$ cat src/rtl/iomh_pkg.sv
package iomh_pkg;
    typedef logic [3:0] code_t;

    localparam code_t CODE_FREE    = 4'h0;
    localparam code_t CODE_RAW     = 4'h1;
    localparam code_t CODE_HANDLED = 4'h2;

    localparam int BYTE_W     = 8;
    localparam int SLOTS_PER_CH = 4;

    typedef enum logic {
        ST_HUNT = 1'b0,
        ST_RUN  = 1'b1
    } sync_state_t;
endpackage

$ cat src/rtl/iomh_timing.sv
module iomh_timing #(
    parameter int NSLOT = 32
) (
    input  logic                       clk,
    input  logic                       rst_n,
    input  logic                       fsync,
    output logic                       synced,
    output logic [$clog2(NSLOT)-1:0]   slot,
    output logic [2:0]                 bitn,
    output logic                       load
);
    import iomh_pkg::*;

    localparam int SW = $clog2(NSLOT);
    localparam int PW = SW + 3;
    localparam logic [PW-1:0] POS_MAX = '1;

    sync_state_t       state, state_nxt;
    logic [PW-1:0]     pos;
    logic [PW-1:0]     cur_pos;

    // state register
    always_ff @(posedge clk) begin
        if (!rst_n) state <= ST_HUNT;
        else        state <= state_nxt;
    end

    // transitions
    always_comb begin
        state_nxt = state;
        unique case (state)
            ST_HUNT: if (fsync) state_nxt = ST_RUN;
            ST_RUN:  if (!fsync && pos == POS_MAX) state_nxt = ST_HUNT;
        endcase
    end

    // outputs
    always_comb begin
        synced  = fsync || (state == ST_RUN && pos != POS_MAX);
        cur_pos = fsync ? '0 : pos + 1'b1;
        slot    = cur_pos[PW-1:3];
        bitn    = cur_pos[2:0];
        load    = !synced || (cur_pos == POS_MAX);
    end

    always_ff @(posedge clk) begin
        if (!rst_n)      pos <= POS_MAX;
        else if (synced) pos <= cur_pos;
        else             pos <= POS_MAX;
    end

    AST_SYNC_RUN: assert property (@(posedge clk) disable iff (!rst_n)
        fsync |=> state == ST_RUN);
endmodule

$ cat src/rtl/iomh_ctrl_mem.sv
module iomh_ctrl_mem #(
    parameter int NSLOT = 32
) (
    input  logic                               clk,
    input  logic                               rst_n,
    input  logic                               we,
    input  logic                               init,
    input  logic                               clr,
    input  logic                               dir,
    input  logic                               pair,
    input  logic [$clog2(NSLOT)-1:0]           addr,
    input  iomh_pkg::code_t                    code,
    input  logic                               load,
    output iomh_pkg::code_t [NSLOT-1:0]        act_up,
    output iomh_pkg::code_t [NSLOT-1:0]        act_dn
);
    import iomh_pkg::*;

    code_t [NSLOT-1:0] shd_up, shd_dn;
    code_t [NSLOT-1:0] nxt_up, nxt_dn;

    always_comb begin
        nxt_up = shd_up;
        nxt_dn = shd_dn;
        if (clr) begin
            nxt_up = '0;
            nxt_dn = '0;
        end else if (init) begin
            for (int i = 0; i < NSLOT; i++) begin
                if (((i / 2) % 2) == int'(pair)) begin
                    if (dir) nxt_dn[i] = code;
                    else     nxt_up[i] = code;
                end
            end
        end else if (we) begin
            if (dir) nxt_dn[addr] = code;
            else     nxt_up[addr] = code;
        end
    end

    always_ff @(posedge clk) begin
        if (!rst_n) begin
            shd_up <= '0;
            shd_dn <= '0;
            act_up <= '0;
            act_dn <= '0;
        end else begin
            shd_up <= nxt_up;
            shd_dn <= nxt_dn;
            if (load) begin
                act_up <= nxt_up;
                act_dn <= nxt_dn;
            end
        end
    end

    AST_CLR_ZERO: assert property (@(posedge clk) disable iff (!rst_n)
        clr |=> (shd_up == '0 && shd_dn == '0));
    AST_ACT_HOLD: assert property (@(posedge clk) disable iff (!rst_n)
        !load |=> ($stable(act_up) && $stable(act_dn)));
endmodule

$ cat src/rtl/iomh_tx.sv
module iomh_tx #(
    parameter int NCH = 8
) (
    input  logic                                    synced,
    input  logic [$clog2(NCH*4)-1:0]                slot,
    input  logic [2:0]                              bitn,
    input  iomh_pkg::code_t [NCH*4-1:0]             act_dn,
    input  logic                                    hs_mode,
    input  logic [NCH*8-1:0]                        tx_b1,
    input  logic [NCH*8-1:0]                        tx_b2,
    input  logic [NCH*8-1:0]                        tx_mon,
    input  logic [NCH*2-1:0]                        tx_d,
    input  logic [NCH*4-1:0]                        tx_ci,
    input  logic [NCH-1:0]                          tx_mr,
    input  logic [NCH-1:0]                          tx_mx,
    output logic                                    tx_dout
);
    import iomh_pkg::*;

    localparam int SW = $clog2(NCH*4);

    logic [SW-3:0]       ch;
    code_t               code;
    logic [BYTE_W-1:0]   sel;
    logic                force_hi;

    always_comb begin
        ch       = slot[SW-1:2];
        code     = act_dn[slot];
        force_hi = 1'b0;
        unique case (slot[1:0])
            2'd0: sel = tx_b1[int'(ch)*8 +: 8];
            2'd1: sel = tx_b2[int'(ch)*8 +: 8];
            2'd2: sel = tx_mon[int'(ch)*8 +: 8];
            2'd3: begin
                force_hi = (code == CODE_HANDLED) && !hs_mode;
                sel = {tx_d[int'(ch)*2 +: 2], tx_ci[int'(ch)*4 +: 4],
                       tx_mr[ch] | force_hi, tx_mx[ch] | force_hi};
            end
        endcase
        if (!synced || code == CODE_FREE) tx_dout = 1'b1;
        else                              tx_dout = sel[3'd7 - bitn];
    end
endmodule

$ cat src/rtl/iomh_rx.sv
module iomh_rx #(
    parameter int NCH = 8
) (
    input  logic                                clk,
    input  logic                                rst_n,
    input  logic                                rx_din,
    input  logic                                synced,
    input  logic [$clog2(NCH*4)-1:0]            slot,
    input  logic [2:0]                          bitn,
    input  iomh_pkg::code_t [NCH*4-1:0]         act_up,
    output logic                                rx_valid,
    output logic [$clog2(NCH*4)-1:0]            rx_slot,
    output logic [7:0]                          rx_byte,
    output logic [NCH-1:0]                      rx_d_valid,
    output logic [1:0]                          rx_d,
    output logic [3:0]                          rx_ci
);
    import iomh_pkg::*;

    localparam int SW = $clog2(NCH*4);

    logic [6:0]     sh;
    logic [7:0]     full;
    code_t          code;
    logic [SW-3:0]  ch;

    always_comb begin
        full = {sh, rx_din};
        code = act_up[slot];
        ch   = slot[SW-1:2];
    end

    always_ff @(posedge clk) begin
        if (!rst_n) begin
            sh         <= '0;
            rx_valid   <= 1'b0;
            rx_slot    <= '0;
            rx_byte    <= '0;
            rx_d_valid <= '0;
            rx_d       <= '0;
            rx_ci      <= '0;
        end else begin
            sh         <= full[6:0];
            rx_valid   <= 1'b0;
            rx_d_valid <= '0;
            if (synced && bitn == 3'd7 && code != CODE_FREE) begin
                rx_valid <= 1'b1;
                rx_byte  <= full;
                rx_slot  <= slot;
                if (code == CODE_HANDLED && slot[1:0] == 2'd3) begin
                    rx_d_valid[ch] <= 1'b1;
                    rx_d           <= full[7:6];
                    rx_ci          <= full[5:2];
                end
            end
        end
    end

    AST_DV_ONEHOT: assert property (@(posedge clk) disable iff (!rst_n)
        $onehot0(rx_d_valid));
    AST_DV_WITH_VALID: assert property (@(posedge clk) disable iff (!rst_n)
        (rx_d_valid != '0) |-> rx_valid);
    AST_VALID_PULSE: assert property (@(posedge clk) disable iff (!rst_n)
        rx_valid |=> !rx_valid);
endmodule

$ cat src/rtl/iom_frame_handler.sv
module iom_frame_handler #(
    parameter int NCH = 8
) (
    input  logic                         clk,
    input  logic                         rst_n,
    input  logic                         fsync,
    input  logic                         rx_din,
    output logic                         tx_dout,
    input  logic                         hs_mode,
    input  logic                         cm_we,
    input  logic                         cm_init,
    input  logic                         cm_clr,
    input  logic                         cm_dir,
    input  logic                         cm_pair,
    input  logic [$clog2(NCH*4)-1:0]     cm_addr,
    input  logic [3:0]                   cm_code,
    input  logic [NCH*8-1:0]             tx_b1,
    input  logic [NCH*8-1:0]             tx_b2,
    input  logic [NCH*8-1:0]             tx_mon,
    input  logic [NCH*2-1:0]             tx_d,
    input  logic [NCH*4-1:0]             tx_ci,
    input  logic [NCH-1:0]               tx_mr,
    input  logic [NCH-1:0]               tx_mx,
    output logic                         rx_valid,
    output logic [$clog2(NCH*4)-1:0]     rx_slot,
    output logic [7:0]                   rx_byte,
    output logic [NCH-1:0]               rx_d_valid,
    output logic [1:0]                   rx_d,
    output logic [3:0]                   rx_ci
);
    import iomh_pkg::*;

    localparam int NSLOT = NCH * SLOTS_PER_CH;
    localparam int SW    = $clog2(NSLOT);

    logic               synced;
    logic [SW-1:0]      slot;
    logic [2:0]         bitn;
    logic               load;
    code_t [NSLOT-1:0]  act_up, act_dn;

    iomh_timing #(.NSLOT(NSLOT)) u_timing (
        .clk(clk), .rst_n(rst_n), .fsync(fsync),
        .synced(synced), .slot(slot), .bitn(bitn), .load(load)
    );

    iomh_ctrl_mem #(.NSLOT(NSLOT)) u_cmem (
        .clk(clk), .rst_n(rst_n), .we(cm_we), .init(cm_init), .clr(cm_clr),
        .dir(cm_dir), .pair(cm_pair), .addr(cm_addr), .code(cm_code),
        .load(load), .act_up(act_up), .act_dn(act_dn)
    );

    iomh_tx #(.NCH(NCH)) u_tx (
        .synced(synced), .slot(slot), .bitn(bitn), .act_dn(act_dn),
        .hs_mode(hs_mode), .tx_b1(tx_b1), .tx_b2(tx_b2), .tx_mon(tx_mon),
        .tx_d(tx_d), .tx_ci(tx_ci), .tx_mr(tx_mr), .tx_mx(tx_mx),
        .tx_dout(tx_dout)
    );

    iomh_rx #(.NCH(NCH)) u_rx (
        .clk(clk), .rst_n(rst_n), .rx_din(rx_din), .synced(synced),
        .slot(slot), .bitn(bitn), .act_up(act_up),
        .rx_valid(rx_valid), .rx_slot(rx_slot), .rx_byte(rx_byte),
        .rx_d_valid(rx_d_valid), .rx_d(rx_d), .rx_ci(rx_ci)
    );

    AST_IDLE_UNSYNC: assert property (@(posedge clk) disable iff (!rst_n)
        !synced |-> tx_dout);
endmodule

$ cat config.mk
export PLATFORM = sky130hd
export DESIGN_NAME = iom_frame_handler
export DESIGN_NICKNAME = d
export VERILOG_FILES = /design/src/rtl/iomh_pkg.sv /design/src/rtl/iomh_timing.sv /design/src/rtl/iomh_ctrl_mem.sv /design/src/rtl/iomh_tx.sv /design/src/rtl/iomh_rx.sv /design/src/rtl/iom_frame_handler.sv
export SDC_FILE = /design/constraint.sdc
export NUM_CORES = 2
export LEC_CHECK = 0
export BUFFER_PORTS_ARGS = -buffer_cell sky130_fd_sc_hd__buf_2
export CORE_UTILIZATION = 45
export DETAILED_ROUTE_END_ITERATION = 10
export GPL_ROUTABILITY_DRIVEN = 0
export HOLD_SLACK_MARGIN = 0.05
export SYNTH_ARGS = -nofsm -noshare
export SYNTH_HDL_FRONTEND = slang
export SYNTH_SLANG_ARGS = --single-unit
export TNS_END_PERCENT = 30
$ cat constraint.sdc
create_clock -name clk -period 4.75 [get_ports clk]
set_input_delay 0.2375 -clock clk [delete_from_list [all_inputs] [get_ports clk]]
set_output_delay 0.2375 -clock clk [all_outputs]
set_load 0.02 [all_outputs]
==> impl_metrics.yaml <==
place:
  port_buffers: 303
  place_inst: 3813
  hpwl_um: 57400
yosys:
  synth_edf_count: 0
  yosys_warnings: 0
  synth_cell_type_count: 73
  synth.cell_area_um2: 25500
  synthTopCellsByArea: "dfxtp_1, mux2i_1, a21oi_1"
  synth-seq-area-share: 0.436
  synthArstFlopShare: 0
  syn_nets: 3276
  synth_area_per_cell_um2: 8.51
  ys_ff_latch: 556
  ys.flop_type: "dfxtp_1"
  synth_top_area_frac: 0.436
  synth_cells: 2997
  synth_top_cell_by_area: "dfxtp_1"
floorplanning:
  die_w_um: 240
  die_height_um: 240
  ioPinCount: 304
  core_um2: 55500
  start_util: 0.459
  dieArea_um2: 57600
  rows: 86
critical_path:
  startpoint_type: "flop"
  cp_max_fo: 16
  crit_required_ns: 4.51
  r2r_slack_ns: 0.78
  cpMaxStageDelayCell: "mux4_2"
  path_cells: "ha_4, and3_4, mux2i_4, inv_4, buf_6, ha_4, buf_6, a22o_1, mux4_2, a22oi_2, nand4_1, and3_1, o221a_2, a211o_1, buf_2"
  arrival_ns: 4.42
  path_class: "reg2out"
  critPathMaxStageDelay_ns: 0.47
  crit_path_end_kind: "primary output"
cts:
  clock-root-buffer: "clkbuf_16"
  cts_sinks: 556
  clk_pin_slew_ns: 0.06
  htreeDepth: 2
  cts_buffer_depth: 3
  cts_made_buffers: 56
  cts_tree: "built"
  clock_latency_ns: 0.62
timing:
  finalCritPeriodShare: 0.980
  tns_ns: 0
  clock.fmax_mhz: 215
  hold_viol_final: 0
  clock_skew_ns: 0.0232
  worst_pin_slew_ns: 1.10
  fin_crit_ns: 4.66
  finalSetupViolations: 0
  slew_headroom: 0.268
  slew_violations: 0
routing:
  drt_iter0_markers: 1899
  dr_total_vias: 23700
  ant_nets: 0
  drt-total-wl_um: 89000
  first_pass_iters: 6
  viasPerCell: 6.04
  drc: 0
  wl_per_cell_um: 22.7
cells_and_area:
  final_util: 0.532
  nets: 3412
  fin_cells: 3925
  drive_above_1_share: 0.163
  area_delta_synth_final_pct: 15.9
grt:
  antenna_found_initial: 4
  grt-ovfl-total: 0
  grt.total_usage: 0.296
  grt_max_degree: 213
  grt_pass1_vias: 21849
  grt_first_pass_wirelength_um: 131000
min_path:
  hold_path_class: "in2reg"
power:
  p_leak_nw: 11.0
  p_per_area_nw_per_um2: 384
  vdd_ir_drop_max_v: 0.000348
job:
  max-cap-violations: 0
run_status:
  status: "complete, no violations"
synthesized netlist by cell type, types with 5 or more instances:
master,count
a2111oi_0,9
a211oi_1,9
a21oi_1,345
a221oi_1,23
a22o_1,7
a22oi_1,79
a31oi_1,6
a32oi_1,7
and3_1,8
buf_1,36
buf_2,27
clkbuf_1,227
dfxtp_1,556
inv_1,9
mux2_2,5
mux2i_1,311
mux4_2,7
nand2_1,388
nand2b_1,5
nand3_1,33
nand4_1,13
nor2_1,73
nor2b_1,26
nor3_1,284
nor4_1,14
nor4b_1,9
o211ai_1,11
o21ai_0,37
o21ai_1,34
o221ai_1,10
o22ai_1,12
o311ai_0,13
o311ai_1,5
o31ai_1,9
or3_1,273
power breakdown:
group / total [mW] / internal [mW] / switching (mW)
Sequential: 4.77 / 4.73 / 0.0415
Combinational: 2.12 / 0.704 / 1.41
Clock: 4.47 / 2.59 / 1.88
logic make-up after synthesis:
| logic type | synth area share |
|---|---|
| AND/OR/NAND/NOR | 0.225 |
| adder cells (fa/ha/maj) | 0.00196 |
| AO/OA/AOI/OAI | 0.155 |
| flip-flops | 0.436 |
| multiplexers | 0.132 |
| XOR/XNOR | 0.00137 |
| buffers and inverters | 0.0478 |
stage by stage:
stage	worst slack (ns)	power (mW)	hold WS (ns)	instance area (um^2)
final	0.0949	11.4	0.108	29600
after global routing	-0.00482	11.7	0.117	29600
after CTS	0.0000910	11.3	0.0781	29400
after detailed placement	0.384	6.82	0.440	27400
after global placement	0.451	6.80	0.434	27400
after floorplan	0.481	6.11	0.381	25500
state kept, by name (all words and copies together) (netlist names):
register / cells
u_rx.rx_d: 2
u_timing.pos: 8
u_rx.sh: 7
u_rx.rx_ci: 4
u_rx.rx_slot: 5
u_cmem.shd_up: 128
u_rx.rx_d_valid: 8
u_rx.rx_valid: 1
u_rx.rx_byte: 8
u_cmem.act_dn: 128
u_cmem.shd_dn: 128
u_timing.state: 1
u_cmem.act_up: 128
critical path, delay by kind of cell, from the launching register on:
family,cells,cell delay (ns)
compound gates,4,0.98
mux,2,0.80
buf+inv,4,0.69
simple gates,3,0.55
fa+ha+maj,2,0.42
flops,1,0.40
path summary, 6_finish.rpt:
kind,from,to,depth (start not counted)
min reg2reg,u_cmem.act_up[27],u_cmem.act_up[27],2
max reg2reg,u_timing.pos[0],u_rx.rx_slot[2],13
min,rst_n,u_rx.rx_byte[2],3
max,u_timing.pos[1],tx_dout,15
what timing repair did:
action,CTS,global route
hold endpoints to repair,2,0
resized for setup,13,29
setup endpoints to repair,1,1
buffers inserted,2,6
hold buffers,1,0
pin swaps,2,2
gates cloned,1,0
layout by cell type, fill, tap and decap left out, types with 7 or more instances in the layout:
cell type  netlist  final
mux4_2           7      7
o21ai_0         37     36
clkbuf_16        0     56
clkbuf_8         0     10
nor4_1          14     12
buf_4            1     55
buf_12           0      7
mux2i_1        311    311
or3_1          273    273
o211ai_1        11     11
clkbuf_1       227     11
o311ai_0        13     12
o22ai_1         12     12
a221oi_1        23     23
nor4b_1          9      9
nand2_1        388    387
nand4_1         13     13
buf_2           27    301
nand3_1         33     32
o221ai_1        10     10
o31ai_1          9      9
inv_1            9      9
clkinv_2         0     11
a32oi_1          7      7
o21ai_1         34     34
nor2_1          73     73
a211oi_1         9      7
nor2b_1         26     26
and3_1           8      7
a22o_1           7      7
nor3_1         284    281
dfxtp_1        556    554
a21oi_1        345    344
a22oi_1         79     77
cell type report:
type	count	area, um^2
Clock inverter	22	264
Sequential cell	556	11100
Antenna cell	3	7.51
Multi-Input combinational cell	2134	13400
Timing Repair Buffer	373	2230
Clock buffer	77	1580
Inverter	12	55.1
Tap cell	748	936
Fill cell	5244	26000
metal layers:
| layer | part of all wire | track usage |
|---|---|---|
| met5 | 0.00031 | 0 |
| met4 | 0.051 | 0.151 |
| met3 | 0.076 | 0.0567 |
| met2 | 0.45 | 0.462 |
| met1 | 0.43 | 0.389 |
(Power assumes the default switching activity.)
